File: src/rtl/fa_cache_pkg.sv
`timescale 1ns/1ps
package fa_cache_pkg;
  typedef enum logic [1:0] {
    WR_NONE,
    WR_UPDATE,
    WR_EMPTY,
    WR_VICTIM
  } fill_kind_e;
endpackage

File: src/rtl/fa_tag_match.sv
`timescale 1ns/1ps
module fa_tag_match #(
  parameter int ENTRIES = 64,
  parameter int TAG_W   = 30
) (
  input  logic                clk_i,
  input  logic                rst_ni,
  input  logic [ENTRIES-1:0]  valid_i,
  input  logic [TAG_W-1:0]    tags_i [ENTRIES],
  input  logic [TAG_W-1:0]    key_i,
  output logic [ENTRIES-1:0]  match_o
);
  for (genvar g = 0; g < ENTRIES; g++) begin : g_cmp
    assign match_o[g] = valid_i[g] && (tags_i[g] == key_i);
  end

  // fills update in place, so no address is ever resident twice
  AST_SINGLE_MATCH: assert property (@(posedge clk_i) disable iff (!rst_ni)
    $onehot0(match_o));
endmodule

File: src/rtl/fa_prio_sel.sv
`timescale 1ns/1ps
module fa_prio_sel #(
  parameter int ENTRIES = 64,
  localparam int IDX_W  = (ENTRIES > 1) ? $clog2(ENTRIES) : 1
) (
  input  logic [ENTRIES-1:0] req_i,
  output logic               found_o,
  output logic [IDX_W-1:0]   idx_o
);
  always_comb begin
    found_o = 1'b0;
    idx_o   = '0;
    for (int i = ENTRIES - 1; i >= 0; i--) begin
      if (req_i[i]) begin
        found_o = 1'b1;
        idx_o   = IDX_W'(i);
      end
    end
  end
endmodule

File: src/rtl/fa_repl_ptr.sv
`timescale 1ns/1ps
module fa_repl_ptr #(
  parameter int ENTRIES = 64,
  localparam int IDX_W  = (ENTRIES > 1) ? $clog2(ENTRIES) : 1
) (
  input  logic             clk_i,
  input  logic             rst_ni,
  input  logic             flush_i,
  input  logic             touch_i,
  input  logic [IDX_W-1:0] touch_idx_i,
  output logic [IDX_W-1:0] ptr_o
);
  localparam logic [IDX_W-1:0] LAST = IDX_W'(ENTRIES - 1);

  logic [IDX_W-1:0] ptr_q;
  assign ptr_o = ptr_q;

  always_ff @(posedge clk_i or negedge rst_ni) begin
    if (!rst_ni) begin
      ptr_q <= '0;
    end else if (flush_i) begin
      ptr_q <= '0;
    end else if (touch_i && (touch_idx_i == ptr_q)) begin
      ptr_q <= (ptr_q == LAST) ? '0 : ptr_q + 1'b1;
    end
  end

  AST_PTR_FLUSH_ZERO: assert property (@(posedge clk_i) disable iff (!rst_ni)
    flush_i |=> (ptr_o == '0));
  AST_PTR_IN_RANGE: assert property (@(posedge clk_i) disable iff (!rst_ni)
    ptr_o <= LAST);
  AST_PTR_OTHER_HOLD: assert property (@(posedge clk_i) disable iff (!rst_ni)
    (!flush_i && !touch_i) |=> $stable(ptr_o));
endmodule

File: src/rtl/fa_cache.sv
`timescale 1ns/1ps
module fa_cache
  import fa_cache_pkg::*;
#(
  parameter int ENTRIES = 64,
  parameter int TAG_W   = 30,
  parameter int DATA_W  = 32
) (
  input  logic              clk_i,
  input  logic              rst_ni,
  input  logic              lookup_i,
  input  logic [TAG_W-1:0]  lookup_tag_i,
  input  logic              fill_i,
  input  logic [TAG_W-1:0]  fill_tag_i,
  input  logic [DATA_W-1:0] fill_data_i,
  input  logic              flush_i,
  output logic              hit_o,
  output logic [DATA_W-1:0] data_o
);
  localparam int IDX_W = (ENTRIES > 1) ? $clog2(ENTRIES) : 1;

  logic [ENTRIES-1:0] valid_q;
  logic [TAG_W-1:0]   tag_q  [ENTRIES];
  logic [DATA_W-1:0]  word_q [ENTRIES];

  logic [TAG_W-1:0]   key;
  logic [ENTRIES-1:0] key_match;
  logic               key_found;
  logic [IDX_W-1:0]   key_idx;
  logic               empty_found;
  logic [IDX_W-1:0]   empty_idx;
  logic [IDX_W-1:0]   ptr;
  fill_kind_e         kind;
  logic [IDX_W-1:0]   wr_idx;
  logic               wr_en;
  logic               rd_hit;
  logic               touch;
  logic [IDX_W-1:0]   touch_idx;
  logic               hit_q;
  logic [DATA_W-1:0]  data_q;

  // one comparator bank serves both ports; they never share a cycle
  assign key = fill_i ? fill_tag_i : lookup_tag_i;

  fa_tag_match #(.ENTRIES(ENTRIES), .TAG_W(TAG_W)) i_match (
    .clk_i   (clk_i),
    .rst_ni  (rst_ni),
    .valid_i (valid_q),
    .tags_i  (tag_q),
    .key_i   (key),
    .match_o (key_match)
  );

  fa_prio_sel #(.ENTRIES(ENTRIES)) i_hit_sel (
    .req_i   (key_match),
    .found_o (key_found),
    .idx_o   (key_idx)
  );

  fa_prio_sel #(.ENTRIES(ENTRIES)) i_empty_sel (
    .req_i   (~valid_q),
    .found_o (empty_found),
    .idx_o   (empty_idx)
  );

  always_comb begin
    if (!fill_i || flush_i) kind = WR_NONE;
    else if (key_found)     kind = WR_UPDATE;
    else if (empty_found)   kind = WR_EMPTY;
    else                    kind = WR_VICTIM;
  end

  always_comb begin
    case (kind)
      WR_UPDATE: wr_idx = key_idx;
      WR_EMPTY:  wr_idx = empty_idx;
      WR_VICTIM: wr_idx = ptr;
      default:   wr_idx = '0;
    endcase
  end

  assign wr_en     = (kind != WR_NONE);
  assign rd_hit    = lookup_i && !fill_i && !flush_i && key_found;
  assign touch     = wr_en || rd_hit;
  assign touch_idx = wr_en ? wr_idx : key_idx;

  fa_repl_ptr #(.ENTRIES(ENTRIES)) i_ptr (
    .clk_i       (clk_i),
    .rst_ni      (rst_ni),
    .flush_i     (flush_i),
    .touch_i     (touch),
    .touch_idx_i (touch_idx),
    .ptr_o       (ptr)
  );

  always_ff @(posedge clk_i or negedge rst_ni) begin
    if (!rst_ni) begin
      valid_q <= '0;
    end else if (flush_i) begin
      valid_q <= '0;
    end else if (wr_en) begin
      valid_q[wr_idx] <= 1'b1;
    end
  end

  always_ff @(posedge clk_i) begin
    if (wr_en) begin
      tag_q[wr_idx]  <= fill_tag_i;
      word_q[wr_idx] <= fill_data_i;
    end
  end

  always_ff @(posedge clk_i or negedge rst_ni) begin
    if (!rst_ni) begin
      hit_q  <= 1'b0;
      data_q <= '0;
    end else begin
      hit_q  <= rd_hit;
      data_q <= rd_hit ? word_q[key_idx] : '0;
    end
  end

  assign hit_o  = hit_q;
  assign data_o = data_q;

  AST_NO_FILL_WITH_LOOKUP: assert property (@(posedge clk_i) disable iff (!rst_ni)
    !(fill_i && lookup_i));
  AST_HIT_NEEDS_LOOKUP: assert property (@(posedge clk_i) disable iff (!rst_ni)
    !lookup_i |=> !hit_o);
  AST_FLUSH_INVALIDATES: assert property (@(posedge clk_i) disable iff (!rst_ni)
    flush_i |=> (valid_q == '0));
  AST_EMPTY_FIRST: assert property (@(posedge clk_i) disable iff (!rst_ni)
    (fill_i && !flush_i && !key_found && !(&valid_q))
      |=> ($countones(valid_q) == $countones($past(valid_q)) + 1));
  AST_FULL_STAYS_FULL: assert property (@(posedge clk_i) disable iff (!rst_ni)
    (fill_i && !flush_i && (&valid_q)) |=> (&valid_q));
endmodule

File: config.mk
export PLATFORM = sky130hd
export DESIGN_NAME = fa_cache
export DESIGN_NICKNAME = d
export VERILOG_FILES = /design/src/rtl/fa_cache_pkg.sv /design/src/rtl/fa_tag_match.sv /design/src/rtl/fa_prio_sel.sv /design/src/rtl/fa_repl_ptr.sv /design/src/rtl/fa_cache.sv
export SDC_FILE = /design/constraint.sdc
export NUM_CORES = 2
export LEC_CHECK = 0
export BUFFER_PORTS_ARGS = -buffer_cell sky130_fd_sc_hd__buf_2
export CELL_PAD_IN_SITES_DETAIL_PLACEMENT = 1
export CELL_PAD_IN_SITES_GLOBAL_PLACEMENT = 1
export CORE_ASPECT_RATIO = 2
export CORE_UTILIZATION = 40
export DETAILED_ROUTE_END_ITERATION = 10
export PLACE_DENSITY = 0.72
export SYNTH_ARGS = -nofsm -noshare
export SYNTH_HDL_FRONTEND = slang
export SYNTH_SLANG_ARGS = --single-unit
File: constraint.sdc
create_clock -name clk_i -period 10.9 [get_ports clk_i]
set_input_delay 1.09 -clock clk_i [delete_from_list [all_inputs] [get_ports clk_i]]
set_output_delay 1.09 -clock clk_i [all_outputs]
set_load 0.005 [all_outputs]
== Yosys cells after proc, flatten, opt, wreduce, memory -nomap -nowiden ==
Memories as Yosys holds them, arrays and structs flattened.
Index checks and enable logic that the tools add are counted.

* Flip-flop bits (word level): 2023
* Logic and storage cells: 498
* Memory bits (writable): 2048
* Memories: 1

* Order comparisons: 4
* Equality and inequality tests: 69
* Bitwise gates (word level): 3
* Muxes and demuxes: 275
* Add/sub/neg operators: 1
* Reduce and logical (&&, ||, !) cells: 77

{| class="wikitable"
|+ Memory list
! memory !! words !! width !! read ports !! clocked after Yosys merged registers in !! write ports !! RTL line !! RTL
|-
| word_q || 64 || 32 || 1 || 0 || 1 || fa_cache.sv:24 || <nowiki>logic [DATA_W-1:0] word_q [ENTRIES];</nowiki>
|}

{| class="wikitable"
|+ Operator list
! kind !! count
|-
| 1920-bit bitwise mux || 1
|-
| 30-bit equality test || 64
|-
| 6-bit 2-to-1 mux || 132
|-
| 30-bit demux with 6-bit select || 1
|-
| 1-bit 2-to-1 mux || 132
|-
| 64-bit 2-to-1 mux || 2
|-
| 1-bit logical AND || 70
|-
| 64-bit NOT || 1
|-
| 64-bit bitwise OR || 1
|-
| 30-bit 2-to-1 mux || 2
|-
| 32-bit 2-to-1 mux || 1
|-
| 6-bit case mux with 3 select lines || 1
|-
| 7-bit greater-or-equal comparator, second input constant || 1
|-
| 6-bit by 7-bit less-than comparator with 1-bit output, second input constant || 1
|-
| 7-bit by 1-bit less-than comparator with 1-bit output, second input constant || 1
|-
| 6-bit NOT with 7-bit output || 1
|-
| 6-bit by 1-bit adder with 6-bit output, second input constant || 1
|-
| 1-bit demux with 6-bit select || 1
|-
| 6-bit equality test || 1
|-
| 6-bit equality test, second input constant || 1
|-
| 6-bit by 1-bit greater-or-equal comparator with 1-bit output, second input constant || 1
|-
| 2-bit nonzero test || 3
|-
| 2-bit equality test, second input constant || 2
|-
| 2-bit 2-to-1 mux || 2
|-
| other kinds (3) || 5
|}

== Depth between registers and ports, before layout ==
* Depth after elaboration: 78
* Depth in mapped cells: 26
* Mapped depth without buffers: 16

== By module ==
Synthesis repeated with hierarchy kept, for this count alone.

* Cells, all modules: 8816
* Area total of the unflattened synthesis: 164995.7 µm²

{| class="wikitable"
|+ Modules (own cells, without submodules)
! module !! seq. area each (µm²) !! area an instance (µm²) !! cells an instance !! times used
|-
| fa_cache || 121581.6 || 140359.6 || 5719 || 1
|-
| fa_tag_match || 0.0 || 22685.5 || 2773 || 1
|-
| fa_prio_sel || 0.0 || 763.2 || 140 || 2
|-
| fa_repl_ptr || 150.1 || 424.2 || 44 || 1
|}

== Least setup slack after synthesis ==
OpenSTA, ideal clock, no wires.

* Path kind: in2reg
* Start: in fill_i
* End: reg tag_q[1680] (netlist bit) (enable)
* Setup time: 0.482 ns
* Path slack: 2.881 ns
* Arrival: 7.537 ns
* Buffers on the path: 5
* Data required time: 10.418 ns
* Stages on the path: 19
* Cell sequence: buf_6 > buf_8 > mux2i_1 > buf_6 > buf_6 > xnor2_1 > nor3_1 > nand4_1 > nor2_1 > or4_1 > or4b_4 > a311oi_2 > nor3_1 > a41o_2 > o21ai_0 > nand2b_1 > or2_2 > buf_2 > nor2_1

* Word-level cells in the longest chain between the ends: 70
* Elaborated cells on any way between the ends: 198
* Classes of those cells: eq/ne: 64; mux: 67; reduce/logical: 67

{| class="wikitable"
|+ RTL lines
! item !! RTL line !! RTL
|-
| from (decl) || fa_cache.sv:13 || <nowiki>input logic fill_i,</nowiki>
|-
| 30-bit 2-to-1 mux || fa_cache.sv:43 || <nowiki>assign key = fill_i ? fill_tag_i : lookup_tag_i;</nowiki>
|-
| 30-bit equality test || fa_tag_match.sv:14 || <nowiki>assign match_o[g] = valid_i[g] && (tags_i[g] == key_i);</nowiki>
|-
| 1-bit logical AND || fa_tag_match.sv:14 ||
|-
| 1-bit 2-to-1 mux (64 in a row) || fa_prio_sel.sv:14 || <nowiki>if (req_i[i]) begin</nowiki>
|-
| 2-bit 2-to-1 mux || fa_cache.sv:68 || <nowiki>else if (key_found) kind = WR_UPDATE;</nowiki>
|-
| 2-bit 2-to-1 mux * || fa_cache.sv:67 || <nowiki>if (!fill_i || flush_i) kind = WR_NONE;</nowiki>
|-
| 2-bit nonzero test * || fa_cache.sv:82 || <nowiki>assign wr_en = (kind != WR_NONE);</nowiki>
|-
| to (signal, indexed assignment) || fa_cache.sv:108 || <nowiki>tag_q[wr_idx] <= fill_tag_i;</nowiki>
|-
| to (decl) || fa_cache.sv:23 || <nowiki>logic [TAG_W-1:0] tag_q [ENTRIES];</nowiki>
|}

Every way passes the cells marked *; elsewhere a longest branch is shown, timed or not.
A chain may end at the register's enable or synchronous reset.

== Worst setup path after layout ==
* Start: in fill_i
* End: reg data_q[12] (netlist: data_o[12])

* Word-level cells in the longest chain between the ends: 69
* Elaborated cells on any way between the ends: 263
* Classes of those cells: eq/ne: 64; mux: 130; reduce/logical: 68; memory: 1

{| class="wikitable"
|+ RTL lines
! item !! RTL line !! RTL
|-
| 30-bit 2-to-1 mux || fa_cache.sv:43 ||
|-
| 30-bit equality test || fa_tag_match.sv:14 ||
|-
| 1-bit logical AND || fa_tag_match.sv:14 ||
|-
| 6-bit 2-to-1 mux / 1-bit 2-to-1 mux (equally long branches) (64 in a row) || fa_prio_sel.sv:14 ||
|-
| memory 64 x 32 bit / 1-bit logical AND (equally long branches) || -- ||
|-
| 32-bit 2-to-1 mux * || fa_cache.sv:119 || <nowiki>data_q <= rd_hit ? word_q[key_idx] : '0;</nowiki>
|-
| to (signal assigned) || fa_cache.sv:119 ||
|-
| to (decl) || fa_cache.sv:40 || <nowiki>logic [DATA_W-1:0] data_q;</nowiki>
|}

Marks and branches as above.

==> run summary <==
========================================================================================
Run status ................................................................ finished, violations left
Violations in the final reports ........................................... capacitance limit, slew limit
Kind of start point of the critical path ..................................    input pin
Final period demand of the worst path .....................................      9895 ps
Via density ...............................................................        6.616
Crit share post-route .....................................................       90.78%
Final setup TNS ...........................................................         0 ps
Layout area overhead ......................................................       13.40%
Number of flops mapped to enable cells by yosys ...........................         3968
Count of routing violations after the opening detailed-route iteration ....        16620
Number of distinct library cells after synthesis ..........................          120
Number of synthesized register bits .......................................         4071
Number of buffers added to fix hold violations after cts ..................            0
Number of clock buffers inserted by TritonCTS .............................          356
Global-route wire length before repair ....................................   1086000 µm
Count of buffers from port buffering ......................................          129
Hold slack ................................................................     43.88 ps
Switching portion of total power ..........................................       24.15%
Worst slew pin tran .......................................................      1597 ps
Total standard cell area after synthesis ..................................   174000 µm²
Sequential cell area ......................................................   121700 µm²
Worst-path cell chain ..................................................... buf_4 > mux2i_4 > buf_12 > buf_4 > xnor2_1 > nor4_1 > nand4_1 > nor2_1 > nor2_1 > nand4b_1 > a311oi_2 > nor3_1 > nor2b_4 > nand2_2 > o21ai_0 > a221o_1 > o32ai_1
Critical-path maximum fanout ..............................................           26
Critical R2R Launch .......................................................  tag_q[1009]
Flop pwr share ............................................................        52.3%
Net switching power .......................................................      7934 µW
Gr usage total ............................................................       37.19%
Average cell area after synthesis .........................................    15.45 µm²
Global placer's final weighted congestion .................................        1.084
Drt drc ...................................................................            0
Power density of the placed cells ......................................... 166.4 nW/µm²
Antenna-violating nets left ...............................................            0
Min-delay worst type ...................................................... input pin to async pin
Clock network fraction of total power .....................................        40.7%
Total number of placement rows ............................................          342
CP max stage cell ......................................................... sky130_fd_sc_hd__o21ai_0
Unrepaired setup endpoints after global routing ...........................        false
Wire length per cell ......................................................     46.00 µm
Die width .................................................................     468.4 µm
Data required time at the worst endpoint ..................................     11760 ps
Nets ......................................................................        11960
Core area .................................................................   433500 µm²
Clock transition at path regs .............................................        80 ps
Number of ports placed on the die boundary ................................          130
Proportion of layout cells with a drive suffix above 1 ....................       13.70%
Number of search-and-repair iterations in the first detailed-routing pass .            9
Syn_nets ..................................................................        11360
Starting utilization of the core area .....................................       40.15%
Leakage power .............................................................   0.05834 µW
Post-CTS Setup Bufs .......................................................            0
Internal power contribution ...............................................     24920 µW
Total die area ............................................................   437900 µm²
Count of mapped cells out of synthesis ....................................        11260
TritonCTS clock tree ......................................................        built
Half-perimeter wire length of the detailed placement result ...............    528900 µm
Via count of the first global-routing pass ................................       120900
Max VDD drop ..............................................................  0.0001317 V
Setup slack after layout ..................................................      1005 ps
Pre-CTS WS ................................................................     903.3 ps
Filler Cells Inserted .....................................................        42070
Via count of the routed design ............................................       118400
Pin count of the biggest net entering global routing ......................           97
Longest individual stage delay on the worst path ..........................      1450 ps
Proportion of synthesized chip area in sequential cells ...................       69.94%
Layout Skew ...............................................................     106.1 ps
Total of warnings raised by yosys .........................................            0
Final Max Slew Viols ......................................................            3
GRT Residual Overflow .....................................................            0
Max Buffers Root-to-Sink ..................................................            4
Kind of end point of the critical path ....................................    flip-flop
Area of combinational cells with multiple inputs ..........................    48990 µm²
H-tree levels .............................................................            5
Total of cells resized after clock tree synthesis .........................            0
Latest clock arrival within the worst-skew pair ...........................      1060 ps
Share of synthesized flip-flops with an asynchronous set or reset .........       2.530%
Top FF cell, synth ........................................................ sky130_fd_sc_hd__edfxtp_1
Antenna violations before repair ..........................................           64
Part of the total power dissipated in combinational logic .................         7.0%
Critical path class ....................................................... input pin to flip-flop
Number of failing hold endpoints at the final stage .......................            0
Count of max-cap constraint violations ....................................            2
Worst R2R Setup Slack .....................................................      2920 ps
Num Clock Sinks ...........................................................         4071
Overall die height ........................................................     934.9 µm
Slew margin rel. ..........................................................      -7.174%
Max Clk Rate ..............................................................    101.1 MHz
Buffer cell driving the clock tree root ................................... sky130_fd_sc_hd__clkbuf_16
Critical path launch point ................................................       fill_i
Data arrival time of the worst path .......................................     10760 ps
Setup violation total in the final timing report ..........................            0
Drt total wl ..............................................................    822900 µm
========================================================================================
[through the flow]
step / utilization (%) / cell area [µm²] / std cells / total power (µW)
after detailed placement: 42.76 / 185400 / 17180 / 19750
after CTS: 45.48 / 197100 / 17820 / 32770
after floorplan: - / 174000 / 11260 / 18550
after global routing: 45.50 / 197200 / 17830 / 33280
final: 45.53 / 197400 / 17890 / 32850
after global placement: 42.75 / 185300 / 17170 / 19720
[sequential cells by signal, summed over array words and instances, names as in the netlist]
register	count
data_o	32
hit_o	1
i_ptr.ptr_o	6
tag_q	1920
valid_q	64
word_q	2048
[metal layers]
layer  track usage (%)  wire length [µm]  up-vias
li1                  -                 -    44760
met1             38.13            248600    60780
met2             60.89            391400     9296
met3             7.920             76300     3491
met4             39.08            106400       26
met5                 0               163        -
[cells in the final DEF (no fill, tap or decap), drive strengths merged, types with 16 or more instances in the layout]
| master | instances |
|---|---|
| a21oi | 205 |
| mux2 | 126 |
| o211ai | 39 |
| nand2 | 645 |
| o21ai | 171 |
| and3 | 33 |
| xnor2 | 1919 |
| a31oi | 34 |
| a2111oi | 26 |
| a211oi | 110 |
| o21a | 17 |
| buf | 769 |
| edfxtp | 3968 |
| o221ai | 58 |
| clkinv | 129 |
| and2 | 77 |
| and4 | 23 |
| mux2i | 729 |
| o31ai | 43 |
| nand4 | 252 |
| a221oi | 37 |
| diode | 60 |
| a221o | 23 |
| o22ai | 88 |
| nor2 | 346 |
| nor4 | 919 |
| clkinvlp | 28 |
| or2 | 21 |
| inv | 101 |
| nor4b | 16 |
| clkbuf | 435 |
| nand3 | 142 |
| a32oi | 20 |
| dfrtp | 103 |
| bufinv | 40 |
| nor3 | 201 |
[logic make-up (layout without fill, tap and decap cells)]
group	after synthesis	after routing	synth area share (%)
xor+xnor	1924	1924	9.686
compound gates	1079	1079	4.542
other cells	0	60	0
mux	857	857	5.034
fa+ha+maj	1	1	0.007188
flops	4071	4071	69.94
simple gates	2718	2718	8.225
buf+inv	613	1502	2.565
[worst paths after layout]
check	end	cells past startpoint
worst max register to register	data_o[12]	13
worst max-delay path	data_o[12]	17
worst min register to register	valid_q[8]	2
worst min-delay path	data_o[6]	1
max in group asynchronous	valid_q[54]	3
min in group clk_i	tag_q[16]	1
[worst max-delay path, delay by kind of cell]
kind	cells	cell delay (ps)
and+or+nand+nor	8	5170
muxes	1	680
buffers and inverters	3	1400
AOI/OAI and AO/OA	4	1950
xor gates and xnor gates	1	140
[cell type report]
class                   count  share of cell area (%)
flip-flops and latches   4071                   61.68
multi-input cells        6579                   24.82
clock buffers             433                   4.770
repair buffers            771                   3.697
well taps                5676                   3.598
clock inverters           213                   1.198
inverters                  85                  0.1617
diodes                     60                 0.07608
[power groups by stage]
stage               registers (µW)  clock network, µW  logic (µW)
finish                       17200              13400        2300
detailed placement           17500                  0        2220
global placement             17500                  0        2190
global route                 17200              13800        2300
floorplan                    17500                  0        1020
CTS                          17200              13400        2230
[synthesized netlist by cell type (15+ instances only)]
library cell | count | area share [%]
sky130_fd_sc_hd__o21ai_1 | 15 | 0.043
sky130_fd_sc_hd__dfrtp_1 | 103 | 1.5
sky130_fd_sc_hd__and4_1 | 23 | 0.12
sky130_fd_sc_hd__inv_1 | 84 | 0.18
sky130_fd_sc_hd__o221ai_1 | 57 | 0.29
sky130_fd_sc_hd__edfxtp_1 | 3968 | 68
sky130_fd_sc_hd__o21a_1 | 17 | 0.073
sky130_fd_sc_hd__mux2i_1 | 729 | 4.2
sky130_fd_sc_hd__clkbuf_1 | 76 | 0.16
sky130_fd_sc_hd__buf_1 | 19 | 0.041
sky130_fd_sc_hd__a21oi_1 | 200 | 0.58
sky130_fd_sc_hd__xnor2_1 | 1918 | 9.7
sky130_fd_sc_hd__and2_1 | 71 | 0.26
sky130_fd_sc_hd__a221oi_1 | 35 | 0.18
sky130_fd_sc_hd__and3_1 | 33 | 0.12
sky130_fd_sc_hd__buf_6 | 134 | 0.87
sky130_fd_sc_hd__nor4b_1 | 16 | 0.081
sky130_fd_sc_hd__nor4_1 | 915 | 3.3
sky130_fd_sc_hd__buf_2 | 104 | 0.30
sky130_fd_sc_hd__or2_2 | 15 | 0.054
sky130_fd_sc_hd__o211ai_1 | 38 | 0.16
sky130_fd_sc_hd__buf_8 | 31 | 0.27
sky130_fd_sc_hd__nor3_1 | 198 | 0.57
sky130_fd_sc_hd__a31oi_1 | 34 | 0.12
sky130_fd_sc_hd__nor2_1 | 342 | 0.74
sky130_fd_sc_hd__a32oi_1 | 20 | 0.10
sky130_fd_sc_hd__nand4_1 | 252 | 0.91
sky130_fd_sc_hd__mux2_2 | 124 | 0.80
sky130_fd_sc_hd__o21ai_0 | 152 | 0.44
sky130_fd_sc_hd__o22ai_1 | 88 | 0.32
sky130_fd_sc_hd__o31ai_1 | 40 | 0.17
sky130_fd_sc_hd__a221o_1 | 23 | 0.13
sky130_fd_sc_hd__nand3_1 | 142 | 0.41
sky130_fd_sc_hd__a211oi_1 | 103 | 0.44
sky130_fd_sc_hd__buf_4 | 159 | 0.69
sky130_fd_sc_hd__nand2_1 | 642 | 1.4
Power figures use the tool's default switching activity.
